===== config.mk =====
export PLATFORM = sky130hd
export DESIGN_NAME = frame_sum_pe
export DESIGN_NICKNAME = d
export VERILOG_FILES = /design/src/rtl/fsp_pkg.sv /design/src/rtl/fsp_ctrl.sv /design/src/rtl/fsp_accum.sv /design/src/rtl/fsp_tx.sv /design/src/rtl/frame_sum_pe.sv
export SDC_FILE = /design/constraint.sdc
export NUM_CORES = 1
export LEC_CHECK = 0
export BUFFER_PORTS_ARGS = -buffer_cell sky130_fd_sc_hd__clkbuf_2
export CAP_MARGIN = 10
export CORE_MARGIN = 1
export CORE_UTILIZATION = 60
export DETAILED_ROUTE_END_ITERATION = 12
export PLACE_DENSITY_LB_ADDON = 0.3
export REMOVE_ABC_BUFFERS = 1
export SLEW_MARGIN = 5
export SYNTH_ARGS = -nofsm -noshare
export SYNTH_HDL_FRONTEND = slang
export SYNTH_SLANG_ARGS = --single-unit

===== constraint.sdc =====
create_clock -name clk -period 4.2 [get_ports clk]
set_input_delay 0.63 -clock clk [delete_from_list [all_inputs] [get_ports clk]]
set_output_delay 0.63 -clock clk [all_outputs]
set_load 0.01 [all_outputs]

===== src/rtl/fsp_pkg.sv =====
// Shared types for the length-framed stream accumulator.
// Assumes nothing beyond the parameters of the top module.
package fsp_pkg;

    // Frame phases: take length, take payload, send header, send sum.
    typedef enum logic [1:0] {
        ST_LEN = 2'd0,
        ST_PAY = 2'd1,
        ST_HDR = 2'd2,
        ST_SUM = 2'd3
    } fsp_state_t;

endpackage


===== src/rtl/fsp_ctrl.sv =====
// Frame sequencer: counts payload words against the leading length,
// then sequences the two reply words. Assumes the length word is the
// first word of every frame and that the reply words leave in order.
module fsp_ctrl
    import fsp_pkg::*;
#(
    parameter int DATA_W = 64
) (
    input  logic              clk,
    input  logic              rst_n,
    input  logic              in_valid,
    input  logic [DATA_W-1:0] in_data,
    output logic              in_ready,
    input  logic              out_ready,
    output logic              out_valid,
    output logic              sel_sum,
    output logic              clear_sum,
    output logic              add_en
);

    fsp_state_t        state;
    fsp_state_t        state_nx;
    logic [DATA_W-1:0] remain;
    logic              in_fire;
    logic              out_fire;
    logic              last_pay;

    // Handshake and phase decode.
    always_comb begin
        in_ready  = (state == ST_LEN) || (state == ST_PAY);
        out_valid = (state == ST_HDR) || (state == ST_SUM);
        sel_sum   = (state == ST_SUM);
        in_fire   = in_valid && in_ready;
        out_fire  = out_valid && out_ready;
        clear_sum = (state == ST_LEN) && in_fire;
        add_en    = (state == ST_PAY) && in_fire;
        last_pay  = add_en && (remain == DATA_W'(1));
    end

    // Next-phase selection.
    always_comb begin
        state_nx = state;
        unique case (state)
            ST_LEN: if (in_fire)  state_nx = (in_data == '0) ? ST_HDR : ST_PAY;
            ST_PAY: if (last_pay) state_nx = ST_HDR;
            ST_HDR: if (out_fire) state_nx = ST_SUM;
            ST_SUM: if (out_fire) state_nx = ST_LEN;
            default:              state_nx = ST_LEN;
        endcase
    end

    // Phase register.
    always_ff @(posedge clk) begin
        if (!rst_n) state <= ST_LEN;
        else        state <= state_nx;
    end

    // Remaining payload word counter.
    always_ff @(posedge clk) begin
        if (!rst_n)         remain <= '0;
        else if (clear_sum) remain <= in_data;
        else if (add_en)    remain <= remain - DATA_W'(1);
    end

endmodule


===== src/rtl/fsp_accum.sv =====
// Running sum register: cleared on each length word, adds each
// accepted payload word modulo 2^DATA_W. Assumes clear and add never
// assert together (length and payload are separate phases).
module fsp_accum #(
    parameter int DATA_W = 64
) (
    input  logic              clk,
    input  logic              rst_n,
    input  logic              clear_sum,
    input  logic              add_en,
    input  logic [DATA_W-1:0] in_data,
    output logic [DATA_W-1:0] sum
);

    // Sum register with per-frame clear and wrap-around add.
    always_ff @(posedge clk) begin
        if (!rst_n)         sum <= '0;
        else if (clear_sum) sum <= '0;
        else if (add_en)    sum <= sum + in_data;
    end

endmodule


===== src/rtl/fsp_tx.sv =====
// Reply word selector: presents the constant header value, then the
// sum. Assumes the sum is stable while the reply is being sent.
module fsp_tx #(
    parameter int DATA_W  = 64,
    parameter int HDR_VAL = 1
) (
    input  logic              sel_sum,
    input  logic [DATA_W-1:0] sum,
    output logic [DATA_W-1:0] out_data
);

    localparam logic [DATA_W-1:0] HDR_WORD = DATA_W'(HDR_VAL);

    // Choose header or sum for the output word.
    always_comb begin
        out_data = sel_sum ? sum : HDR_WORD;
    end

endmodule


===== src/rtl/frame_sum_pe.sv =====
// Length-framed stream accumulator top. Takes a length word and that
// many payload words, replies with header 1 and the payload sum.
// Assumes routing headers are removed upstream.
module frame_sum_pe #(
    parameter int DATA_W = 64
) (
    input  logic              clk,
    input  logic              rst_n,
    input  logic [DATA_W-1:0] in_data,
    input  logic              in_valid,
    output logic              in_ready,
    output logic [DATA_W-1:0] out_data,
    output logic              out_valid,
    input  logic              out_ready
);

    localparam int REPLY_LEN = 1;

    logic              sel_sum;
    logic              clear_sum;
    logic              add_en;
    logic [DATA_W-1:0] sum;

    fsp_ctrl #(.DATA_W(DATA_W)) u_ctrl (
        .clk       (clk),
        .rst_n     (rst_n),
        .in_valid  (in_valid),
        .in_data   (in_data),
        .in_ready  (in_ready),
        .out_ready (out_ready),
        .out_valid (out_valid),
        .sel_sum   (sel_sum),
        .clear_sum (clear_sum),
        .add_en    (add_en)
    );

    fsp_accum #(.DATA_W(DATA_W)) u_accum (
        .clk       (clk),
        .rst_n     (rst_n),
        .clear_sum (clear_sum),
        .add_en    (add_en),
        .in_data   (in_data),
        .sum       (sum)
    );

    fsp_tx #(.DATA_W(DATA_W), .HDR_VAL(REPLY_LEN)) u_tx (
        .sel_sum  (sel_sum),
        .sum      (sum),
        .out_data (out_data)
    );

endmodule


---- Word-level counts from Yosys, hierarchy flattened ----
Index checks and enable logic that the tools add are counted.
word-level totals
  input port bits ......................... 68
  word-level logic and storage cells ...... 35
  register bits after elaboration ......... 130
  output and inout bits ................... 66
operators by class
  eq/ne operators ......................... 8
  multiplexer cells ....................... 9
  reduce and logical (&&, ||, !) cells .... 12
  bitwise operators ....................... 1
  add/subtract/negate cells ............... 2
operators with widths
  operator                                              number
  two-way mux 64 bit                                    3
  adder 64 bit                                          1
  equality test 64 x 1 -> 1 bit, second input constant  1
  zero test 64 bit                                      1
  subtractor 64 x 1 -> 64 bit, second input constant    1
  two-way mux 2 bit                                     5
  one-hot mux 2 bit (4 select lines)                    1
  != test 2 x 1 -> 1 bit, second input constant         3
  logical AND 1 bit                                     5
  equality test 2 bit, second input constant            2
  AND reduction 4 bit                                   1
  equality test 2 x 1 -> 1 bit, second input constant   1
  zero test 2 bit                                       1
  logical OR 1 bit                                      2
  != test 2 bit, second input constant                  1
  nonzero test 2 bit                                    1
  OR reduction 2 bit                                    1
  NOT 1 bit                                             1

---- Longest topological paths before layout ----
  depth after elaboration ................. 7
  gate-level depth with buffers ........... 13
  gate-level depth less buffers ........... 12

---- By module ----
A second synthesis with hierarchy kept.
second synthesis, totals
  cell total of the unflattened synthesis .. 1488
  area total of the unflattened synthesis .. 11385.9 sq um
by module, submodules not included
  module     area each (sq um)  cells each  seq. area each (sq um)  times used
  fsp_accum  6087.1             777         1281.2                  1
  fsp_ctrl   4788.3             641         1321.3                  1
  fsp_tx     510.5              70          0.0                     1

---- Worst setup path after synthesis ----
OpenSTA, ideal clock, no wires.
  path type ............................... input -> register
  from .................................... in in_data[0]
  to ...................................... reg u_accum.sum[52]
  cell stages on the path ................. 12
  required time ........................... 4.080 ns
  data arrival time ....................... 3.006 ns
  buffers on the path ..................... 0
  setup time .............................. 0.120 ns
  setup slack ............................. 1.074 ns
  path through ............................ ha_1 -> fa_1 -> a21o_1 -> nand4_1 -> a211o_1 -> a21oi_1 -> o221a_2 -> or2_2 -> a31oi_1 -> o31a_1 -> nor4_1 -> a211o_1
on the way
  word-level cells in the longest chain between the ends .. 1
RTL lines
  item                  RTL line           text
  from (decl)           frame_sum_pe.sv:9  input logic [DATA_W-1:0] in_data,
  adder 64 bit          fsp_accum.sv:19    else if (add_en) sum <= sum + in_data;
  to (signal assigned)  fsp_accum.sv:19
  to (decl)             fsp_accum.sv:12    output logic [DATA_W-1:0] sum
No other way between the ends.
A chain may end at the register's enable or synchronous reset.

---- Final worst setup path ----
  from .................................... reg u_accum.sum[0]
  to ...................................... reg u_accum.sum[62]
on the way
  word-level cells in the longest chain between the ends .. 1
RTL lines
  item          RTL line
  adder 64 bit  fsp_accum.sv:19
No other way between the ends.

==> run_results.csv <==
group,metric,value,unit
final_layout,antenna_cells,0,
global_routing,antenna_found_initial,0,
sta,fmax,0.274,GHz
yosys,synth_flop_cell,"dfxtp_1",
routing,firstDrtPassIters,8,
yosys,synth.area.mux_share,0.374,%
critical_path,reg2reg_setup_slack,540,ps
cts,h-tree-depth,4,
sta,hold_viol_final,0,
routing,viasPerCell,6.38,
global_routing,first_global_vias,10400,
sta,max_slew_margin,38.5,%
yosys,yosys_warnings,0,
power_and_ir_drop,p_int,3.49,mW
run_status,outcome,"finished clean",
routing,via_count,11600,
yosys,yosys.area_share.adder,8.25,%
routing,post-route-drc-count,0,
cts,ctsHoldBuffers,0,
sta,min_period_over_period,87.1,%
die,io_pins,134,
sta,period_needed,3660,ps
yosys,synth_top_area_share,24.3,%
yosys,ys_types,78,
critical_path,critPathArrivalTime,3980,ps
final_layout,fin_util,68.8,%
worst_hold_path,min_from,"u_accum.sum[62]",
die,start_util,61.7,%
final_layout,area_delta_synth_final,11.6,%
critical_path,crit_type,"flop to flop",
die,die_h,136,um
power_and_ir_drop,vdd_drop_max,485,uV
yosys,synth_top_family_by_area,"simple AND/OR/NAND/NOR gates",
power_and_ir_drop,leakagePower,5.21,nW
critical_path,cp-end-kind,"flop",
yosys,synthXorXnorAreaFrac,4.66,%
placed_design,gp_routability_congestion,0.977,
routing,drt-initial-drc-count,1111,
final_layout,layout.cells.non_filler,1821,
cts,clock_sinks,130,
cts,cts_setup_buffers,0,
critical_path,r2r_end,"u_accum.sum[62]",
global_routing,grt_pass1_wl,52.2,mm
final_layout,drive_above_1_share,13.5,%
die,fp.dieW,136,um
routing,wire_per_inst,18.0,um
cts,clkLatencyLatePin,430,ps
cts,clk_path_buf_depth,2,
sta,slew_viol_final,0,
critical_path,worst-path-max-fanout,4,
critical_path,reg2regPathDepth,12,
yosys,synth-compound-area-share,28.1,%
yosys,synth-seq-cells,130,
yosys,async_flop_share,0,%
job,maxCapViolCount,0,
critical_path,r2r_start,"u_accum.sum[0]",
placed_design,dp_cells,1789,
die,rows,48,
cts,post_cts_resize_count,0,
power_and_ir_drop,pwr-share-clk,23.7,%
yosys,netlist_area,10700,sq um
worst_hold_path,hp-class,"flop to flop",
routing,wirelength,32.8,mm
cts,cts_tree,"yes",
worst_hold_path,min_delay_path_depth,2,
placed_design,portBuffers,133,
power_and_ir_drop,p_comb_share,48.4,%
power_and_ir_drop,power_density,534,nW/um^2
routing,ant_nets,0,
sta,skew,7.03,ps
placed_design,dp_hpwl,23.7,mm
critical_path,crit_required,4530,ps
power_and_ir_drop,power_frac_seq,27.9,%
yosys,synth_top_area_cell,"dfxtp_1",
sta,setup_viol,0,
yosys,ys_seq_area_share,24.3,%
cts,clk_pin_slew,60,ps
die,core,17400,sq um
global_routing,grt_use_total,35.6,%
yosys,synth-edff-count,0,
global_routing,grt_max_degree,81,
power_and_ir_drop,p_switching,2.89,mW
sta,tightest_slew,922,ps
placed_design,placed_cell_area,11400,sq um
yosys,synth.avg_cell_area,7.05,sq um
die,dieArea,18400,sq um
critical_path,worst_setup_path_start_kind,"flop",
yosys,postSynthCellCount,1520,
cts,cts_root_buf,"clkbuf_16",
sta,rsz0062_at_grt,"false",
cts,numCtsBuffers,17,
yosys,yosys.area_share.simple,29.5,%
yosys,synth_area_leaders,"dfxtp_1 (24%), a21oi_1 (8.8%), ha_1 (8.1%)",
final_layout,fin_area,11900,sq um
global_routing,gr-total-overflow,0,
final_layout,final_nets,1721,
worst_hold_path,holdPathEnd,"u_accum.sum[62]",
power_and_ir_drop,switching_share,45.3,%
power by group through the flow:
stage,Sequential [mW],Clock (mW),Combinational [mW]
CTS,1.77,1.51,3.02
floorplan,1.72,0,2.28
global route,1.81,1.57,3.41
global placement,1.77,0,2.93
detailed placement,1.79,0,2.99
finish,1.78,1.51,3.09
worst max path at each step:
stage	slack, ps	end	depth (start not counted)	startpoint
after CTS	700	u_accum.sum[62]	12	u_accum.sum[0]
after detailed placement	290	u_accum.sum[62]	13	in_data[0]
after floorplan	-1160	u_ctrl.state[0]	9	u_ctrl.state[0]
after global routing	390	u_accum.sum[58]	12	u_accum.sum[0]
after global placement	420	u_accum.sum[62]	13	in_data[0]
final	540	u_accum.sum[62]	12	u_accum.sum[0]
sequential cells by signal, indices dropped and copies added, names as in the netlist:
register       count
u_accum.sum       64
u_ctrl.remain     64
u_ctrl.state       2
layout make-up:
type                            count  area (sq um)
Sequential cell                   130          2600
Multi-Input combinational cell   1258          7610
Timing Repair Buffer              145           756
Inverter                           31           116
Tap cell                          225           282
Fill cell                        1550          5410
Clock inverter                     12           140
Clock buffer                       20           437
metal layers:
layer | global-route usage (%) | routed length (um) | vias to the layer above
met5 | 0 | 0 | -
met4 | 15.9 | 1200 | 0
met3 | 6.47 | 2670 | 82
met2 | 56.2 | 14600 | 559
met1 | 47.2 | 14300 | 5361
li1 | - | - | 5610
synth_stat cells, drive strengths merged (30+ instances only):
library cell and number:
nor3 38, nand4 30, inv 31, nand2 199, a21oi 190, xnor2 33
clkbuf 81, ha 69, o21ai 138, a21o 39, nor4 34, nor2 129
nand3 43, and2 89, dfxtp 130
logic make-up (layout without fill, tap and decap cells):
kind of cell / count (synthesis) / count (layout)
buf+inv: 132 / 208
compound gates: 500 / 500
mux: 4 / 4
flops: 130 / 130
fa+ha+maj: 70 / 70
xor+xnor: 57 / 57
simple gates: 627 / 627
metrics by stage:
| stage | total power [mW] | worst slack, ps | hold WS [ps] | TNS, ps |
|---|---|---|---|---|
| floorplan | 4.00 | -1160 | 437 | -52210 |
| global placement | 4.71 | 422 | 452 | 0 |
| detailed placement | 4.78 | 286 | 462 | 0 |
| CTS | 6.30 | 696 | 470 | 0 |
| global route | 6.79 | 390 | 492 | 0 |
| finish | 6.38 | 544 | 471 | 0 |
critical path, cell delays in order, from the launching register on:
cell and delay, ps:
dfxtp_1 350, ha_1 230, fa_1 240, a21o_1 160, nand4_1 150, a211o_1 350
o211ai_1 410, a31oi_1 290, o31ai_1 570, a221oi_1 300, o21ai_1 220, mux2i_1 210
nand2_1 60
layout by cell type (no fill, tap or decap), types with 16 or more instances in the layout:
cell type and count:
nor3_1 34, nand3_1 41, nor4_1 31, xor2_1 24
and3_1 16, nor2_1 128, a31oi_1 18, clkbuf_2 133
nand4_1 30, a21oi_1 189, nand2_1 195, a21o_1 39
clkbuf_16 17, xnor2_1 33, inv_1 31, ha_1 67
o21ai_0 131, dfxtp_1 130, and2_1 87
(Power assumes the default switching activity.)
